File: config.mk
export PLATFORM = sky130hd
export DESIGN_NAME = msi_agg
export DESIGN_NICKNAME = d
export VERILOG_FILES = /design/src/rtl/msi_agg_pkg.sv /design/src/rtl/msi_agg_regdec.sv /design/src/rtl/msi_agg_doorbell.sv /design/src/rtl/msi_agg_group.sv /design/src/rtl/msi_agg.sv
export SDC_FILE = /design/constraint.sdc
export NUM_CORES = 1
export LEC_CHECK = 0
export ABC_AREA = 1
export BUFFER_PORTS_ARGS = -buffer_cell sky130_fd_sc_hd__buf_2
export CAP_MARGIN = 15
export CORE_UTILIZATION = 55
export CTS_CLUSTER_DIAMETER = 40
export CTS_CLUSTER_SIZE = 40
export DETAILED_ROUTE_END_ITERATION = 12
export PLACE_DENSITY = 0.82
export SLEW_MARGIN = 20
export SYNTH_ARGS = -nofsm -noshare
export SYNTH_HDL_FRONTEND = slang
export SYNTH_HIERARCHICAL = 1
export SYNTH_SLANG_ARGS = --single-unit
File: constraint.sdc
create_clock -name clk -period 3.05 [get_ports clk]
set_input_delay 0.61 -clock clk [delete_from_list [all_inputs] [get_ports clk]]
set_output_delay 0.61 -clock clk [all_outputs]
set_load 0.1 [all_outputs]
File: src/rtl/msi_agg_pkg.sv
package msi_agg_pkg;

  typedef enum logic [1:0] {
    FN_NONE   = 2'd0,
    FN_STATUS = 2'd1,
    FN_ENSET  = 2'd2,
    FN_ENCLR  = 2'd3
  } reg_fn_e;

endpackage

File: src/rtl/msi_agg_regdec.sv
module msi_agg_regdec
  import msi_agg_pkg::*;
#(
  parameter int NG           = 8,
  parameter int NB           = 4,
  parameter int AW           = 12,
  parameter int DW           = 32,
  parameter int STATUS_BASE  = 'h104,
  parameter int GROUP_STRIDE = 'h10,
  parameter int EOI_ADDR     = 'h050,
  parameter int EOI_BIAS     = 4,
  localparam int GW          = (NG > 1) ? $clog2(NG) : 1
) (
  input  logic                   reg_wr,
  input  logic                   reg_rd,
  input  logic [AW-1:0]          reg_addr,
  input  logic [DW-1:0]          reg_wdata,
  output logic [NG-1:0][NB-1:0]  w1c_o,
  output logic [NG-1:0][NB-1:0]  enset_o,
  output logic [NG-1:0][NB-1:0]  enclr_o,
  output logic [NG-1:0]          eoi_o,
  output logic                   rd_hit_o,
  output logic [GW-1:0]          rd_grp_o,
  output reg_fn_e                rd_fn_o
);

  logic [NG-1:0] hit_st, hit_es, hit_ec;
  logic          hit_eoi;

  assign hit_eoi = (reg_addr == AW'(EOI_ADDR));

  for (genvar g = 0; g < NG; g++) begin : g_dec
    assign hit_st[g]  = (reg_addr == AW'(STATUS_BASE + g * GROUP_STRIDE));
    assign hit_es[g]  = (reg_addr == AW'(STATUS_BASE + g * GROUP_STRIDE + 4));
    assign hit_ec[g]  = (reg_addr == AW'(STATUS_BASE + g * GROUP_STRIDE + 8));
    assign w1c_o[g]   = (reg_wr && hit_st[g]) ? reg_wdata[NB-1:0] : '0;
    assign enset_o[g] = (reg_wr && hit_es[g]) ? reg_wdata[NB-1:0] : '0;
    assign enclr_o[g] = (reg_wr && hit_ec[g]) ? reg_wdata[NB-1:0] : '0;
    assign eoi_o[g]   = reg_wr && hit_eoi && (reg_wdata == DW'(g + EOI_BIAS));
  end

  always_comb begin
    rd_hit_o = 1'b0;
    rd_grp_o = '0;
    rd_fn_o  = FN_NONE;
    for (int g = 0; g < NG; g++) begin
      if (reg_rd && hit_st[g]) begin
        rd_hit_o = 1'b1;
        rd_grp_o = GW'(g);
        rd_fn_o  = FN_STATUS;
      end else if (reg_rd && hit_es[g]) begin
        rd_hit_o = 1'b1;
        rd_grp_o = GW'(g);
        rd_fn_o  = FN_ENSET;
      end else if (reg_rd && hit_ec[g]) begin
        rd_hit_o = 1'b1;
        rd_grp_o = GW'(g);
        rd_fn_o  = FN_ENCLR;
      end
    end
  end

endmodule

File: src/rtl/msi_agg_doorbell.sv
module msi_agg_doorbell #(
  parameter int NG            = 8,
  parameter int NB            = 4,
  parameter int AW            = 12,
  parameter int DW            = 32,
  parameter int DOORBELL_ADDR = 'h054,
  localparam int GW           = (NG > 1) ? $clog2(NG) : 1,
  localparam int VW           = $clog2(NG * NB),
  localparam int BW           = VW - GW
) (
  input  logic                  in_wr,
  input  logic [AW-1:0]         in_addr,
  input  logic [DW-1:0]         in_wdata,
  output logic [NG-1:0][NB-1:0] set_o
);

  logic          vec_ok;
  logic [GW-1:0] vec_grp;
  logic [BW-1:0] vec_bit;

  // only vectors inside the covered range are accepted
  assign vec_ok  = in_wr && (in_addr == AW'(DOORBELL_ADDR)) && (in_wdata[DW-1:VW] == '0);
  // low bits pick the group, the bits above them pick the position
  assign vec_grp = in_wdata[GW-1:0];
  assign vec_bit = in_wdata[VW-1:GW];

  for (genvar g = 0; g < NG; g++) begin : g_grp
    for (genvar b = 0; b < NB; b++) begin : g_bit
      assign set_o[g][b] = vec_ok && (vec_grp == GW'(g)) && (vec_bit == BW'(b));
    end
  end

endmodule

File: src/rtl/msi_agg_group.sv
module msi_agg_group #(
  parameter int NB = 4
) (
  input  logic          clk,
  input  logic          rst,
  input  logic [NB-1:0] vec_set,
  input  logic [NB-1:0] w1c,
  input  logic [NB-1:0] en_set,
  input  logic [NB-1:0] en_clr,
  input  logic          eoi,
  output logic [NB-1:0] pend_o,
  output logic [NB-1:0] en_o,
  output logic          irq_o
);

  logic [NB-1:0] pend_q, en_q;
  logic          irq_q;

  always_ff @(posedge clk) begin
    if (rst) begin
      pend_q <= '0;
      en_q   <= '0;
      irq_q  <= 1'b0;
    end else begin
      // an arriving vector wins over a clear of the same bit
      pend_q <= (pend_q & ~w1c) | vec_set;
      en_q   <= (en_q | en_set) & ~en_clr;
      if (irq_q) begin
        if (eoi) irq_q <= 1'b0;
      end else begin
        irq_q <= |(pend_q & en_q);
      end
    end
  end

  assign pend_o = pend_q;
  assign en_o   = en_q;
  assign irq_o  = irq_q;

endmodule

File: src/rtl/msi_agg.sv
module msi_agg
  import msi_agg_pkg::*;
#(
  parameter int NG            = 8,
  parameter int NB            = 4,
  parameter int AW            = 12,
  parameter int DW            = 32,
  parameter int STATUS_BASE   = 'h104,
  parameter int GROUP_STRIDE  = 'h10,
  parameter int EOI_ADDR      = 'h050,
  parameter int EOI_BIAS      = 4,
  parameter int DOORBELL_ADDR = 'h054
) (
  input  logic          clk,
  input  logic          rst,
  input  logic          reg_wr,
  input  logic          reg_rd,
  input  logic [AW-1:0] reg_addr,
  input  logic [DW-1:0] reg_wdata,
  output logic [DW-1:0] reg_rdata,
  input  logic          in_wr,
  input  logic [AW-1:0] in_addr,
  input  logic [DW-1:0] in_wdata,
  output logic [NG-1:0] irq_o
);

  localparam int GW = (NG > 1) ? $clog2(NG) : 1;

  logic [NG-1:0][NB-1:0] w1c, enset, enclr, db_set, pend_all, en_all;
  logic [NG-1:0]         eoi;
  logic                  rd_hit;
  logic [GW-1:0]         rd_grp;
  reg_fn_e               rd_fn;

  msi_agg_regdec #(
    .NG(NG), .NB(NB), .AW(AW), .DW(DW),
    .STATUS_BASE(STATUS_BASE), .GROUP_STRIDE(GROUP_STRIDE),
    .EOI_ADDR(EOI_ADDR), .EOI_BIAS(EOI_BIAS)
  ) u_dec (
    .reg_wr(reg_wr), .reg_rd(reg_rd), .reg_addr(reg_addr), .reg_wdata(reg_wdata),
    .w1c_o(w1c), .enset_o(enset), .enclr_o(enclr), .eoi_o(eoi),
    .rd_hit_o(rd_hit), .rd_grp_o(rd_grp), .rd_fn_o(rd_fn)
  );

  msi_agg_doorbell #(
    .NG(NG), .NB(NB), .AW(AW), .DW(DW), .DOORBELL_ADDR(DOORBELL_ADDR)
  ) u_db (
    .in_wr(in_wr), .in_addr(in_addr), .in_wdata(in_wdata), .set_o(db_set)
  );

  for (genvar g = 0; g < NG; g++) begin : g_group
    msi_agg_group #(.NB(NB)) u_grp (
      .clk(clk), .rst(rst),
      .vec_set(db_set[g]), .w1c(w1c[g]),
      .en_set(enset[g]), .en_clr(enclr[g]), .eoi(eoi[g]),
      .pend_o(pend_all[g]), .en_o(en_all[g]), .irq_o(irq_o[g])
    );
  end

  always_ff @(posedge clk) begin
    if (rst) begin
      reg_rdata <= '0;
    end else if (reg_rd) begin
      if (!rd_hit)                reg_rdata <= '0;
      else if (rd_fn == FN_STATUS) reg_rdata <= DW'(pend_all[rd_grp]);
      else                         reg_rdata <= DW'(en_all[rd_grp]);
    end
  end

endmodule

==> reports/results.tsv <==
metric	value	unit
status	finished, final reports clean	
crit_top_cell	nand3_1	
grt_overflow	0	
relSlewSlack	0.3225	
ir_drop	0.0003046	V
drive_gt1_frac	0.1598	
start_util	0.5669	
setup_tns	0	ps
syn_avg_cell_area	5.809	um^2
cts-htree-levels	3	
layout.nets	1140	
hold_viol	0	
grt_max_degree	46	
synthMuxAreaShare	0	
register_area	1521	um^2
ios	133	
antenna-diode-count	0	
pre_cts_slack	327.0	ps
stdcell_area	6181	um^2
grt_pass1_wl	24900	um
endpoint_kind	flip-flop	
worstPathRequired	3350	ps
path_cells	buf_2, nor2_1, nand2_4, nor2_4, nand3_1, nand3_1, nor2_1, nand4_1, inv_4, nand2_1, nand3_1, nand3_1, nand3_1, nand2_1, nand2_1, a21oi_1	
final_util	0.6324	
syn_inst	954	
final_max_slew_viol_count	0	
clk_path_buf_depth	2	
wirelength	15760	um
core	9774	um^2
vias_per_cell	5.129	
synth_fa_ha_area_frac	0	
placed_area	5979	um^2
synth_top_family_by_area	simple AND/OR/NAND/NOR gates	
critical-path-max-stage-delay	270	ps
arrival	2690	ps
synth_compound_area_frac	0.04538	
maxCapViolCount	0	
cts_resized	0	
fill_cells	984	
slowest_stage	nor2_4	
cts_buffers	9	
path_buf_inv	2	
dr_total_vias	6073	
synth_xor_xnor_area_share	0	
gp_congestion	0.9711	
cts_root_buf	clkbuf_8	
layout.cells.non_filler	1184	
die_area	10480	um^2
wl_per_cell	13.31	um
synth.distinct_cells	31	
fin_ws	661.4	ps
holdWs	486.7	ps
yosys_register_bits	76	
max_freq	0.4187	GHz
post_cts_buffers	0	
area_delta_synth_final	11.54	%
clkLatencyLatePin	360	ps
p_leak	2.896	nW
rsz0062_at_grt	false	
die_h	102.4	um
setup_viol	0	
worst_pin_slew	1015	ps
clock_sinks	76	
crit_family	simple AND/OR/NAND/NOR gates	
grt_pass1_vias	5245	
synth-simple-area-share	0.5028	
route.detailed.drc	0	
netlist_area	5542	um^2
die_x	102.4	um
ys_seq_area_frac	0.2746	
cts_hold_buf	0	
dpl.cell_count	1169	
critPathMaxFanout	32	
antenna_found_initial	0	
rows	36	
drtAntennaViolNets	0	
totalPowerFinal	2.134	mW
min_period_over_period	0.7831	
powerDensity	345.3	nW/um^2
first_iter_violations	519	
dp_hpwl	11860	um
yosysWarningCount	6	
worstSetupPathType	input pin to flip-flop	
port-buffer-count	104	
multi_input_area	3143	um^2
hp-class	flip-flop to flip-flop	
first_pass_iters	7	
cts.clk_slew.worst_paths	80	ps
finClkSkew	13.56	ps
cts_tree	built	
start_kind	input pin	
grt_use_total	0.3126	
timing.final.crit_period	2389	ps
per-layer routing:
layer | track usage | share of wire | vias to the layer above | wire (um)
li1 | - | - | 3090 | -
met1 | 0.4037 | 0.44 | 2636 | 6884
met2 | 0.5111 | 0.43 | 302 | 6834
met3 | 0.06019 | 0.093 | 45 | 1472
met4 | 0.1286 | 0.036 | 0 | 566
met5 | 0 | 0 | - | 0
path summary, 6_finish.rpt:
path	start	end	slack (ps)	depth (start not counted)
setup / recovery	reg_addr[11]	reg_rdata[0]$_SDFFE_PP0P_	660	16
hold / removal	reg_rdata[2]$_SDFFE_PP0P_	reg_rdata[2]$_SDFFE_PP0P_	490	2
setup reg to reg	g_group[0].u_grp/pend_o[3]$_SDFF_PP0_	reg_rdata[3]$_SDFFE_PP0P_	1970	8
hold reg to reg	reg_rdata[2]$_SDFFE_PP0P_	reg_rdata[2]$_SDFFE_PP0P_	490	2
cell families (layout without fill, tap and decap cells):
kind of cell           after synthesis  in the layout
AO/OA/AOI/OAI                       46             46
buffers and inverters              195            265
flip-flops                          76             76
other                                1             28
AND/OR/NAND/NOR                    636            636
power by group:
| group | switching, mW | leakage (nW) | total, mW | internal (mW) |
|---|---|---|---|---|
| sequential | 0.0000398 | 0.612 | 0.991 | 0.991 |
| clock | 0.380 | 0.0987 | 0.800 | 0.420 |
| combinational | 0.276 | 2.19 | 0.343 | 0.0672 |
| total | 0.656 | 2.90 | 2.13 | 1.48 |
flip-flops by register name, indices dropped and copies added, names as in the netlist:
| signal | cells |
|---|---|
| reg_rdata | 4 |
| g_group.u_grp/irq_o | 8 |
| g_group.u_grp/pend_o | 32 |
| g_group.u_grp/en_o | 32 |
placed cells by master (no fill, tap or decap):
cell and count:
a21oi_1 37, inv_2 10, clkinvlp_4 1, nand2_4 1, inv_1 120, nor2_4 3, nand3_2 2, nand3_1 117
clkinv_4 1, nor2_8 1, nand4_1 14, nor2_2 6, nor3_1 42, nand2_1 171, dfxtp_1 76, buf_2 104
nand2_2 4, inv_4 1, clkbuf_8 11, conb_1 28, buf_4 12, buf_12 2, nor3_2 4, clkinv_1 1
nor3_4 1, nand4_4 1, nor4_1 4, a31oi_1 1, bufinv_16 1, clkbuf_1 1, or2_2 1, a21o_1 8
nand3_4 1, nor2_1 263
cell type report:
class                      instances  area share
clock inverter                     3    0.007490
inverter                         132     0.08057
clock buffer                      12     0.02510
timing repair buffer             118      0.1053
tap                              133     0.02692
sequential                        76      0.2462
multi-input combinational        710      0.5085
synthesized netlist by cell type (all sizes together):
library cell / count / share of area
dfxtp: 76 / 0.27
conb: 1 / 0.00068
nand3: 120 / 0.11
nand4: 15 / 0.020
buf: 56 / 0.082
nand2: 176 / 0.12
a31oi: 1 / 0.0011
nor2: 273 / 0.19
a21oi: 37 / 0.033
nor4: 4 / 0.0045
clkbuf: 7 / 0.0047
clkinv: 1 / 0.00068
nor3: 47 / 0.048
inv: 131 / 0.089
a21o: 8 / 0.011
or2: 1 / 0.0011
tightest hold or removal path, delay by kind of cell (launching register included):
kind,cells,cell delay (ps)
and+or+nand+nor,1,60
DFF,1,330
AOI/OAI and AO/OA,1,50
Note: power is estimated with default switching activity, not from simulation.
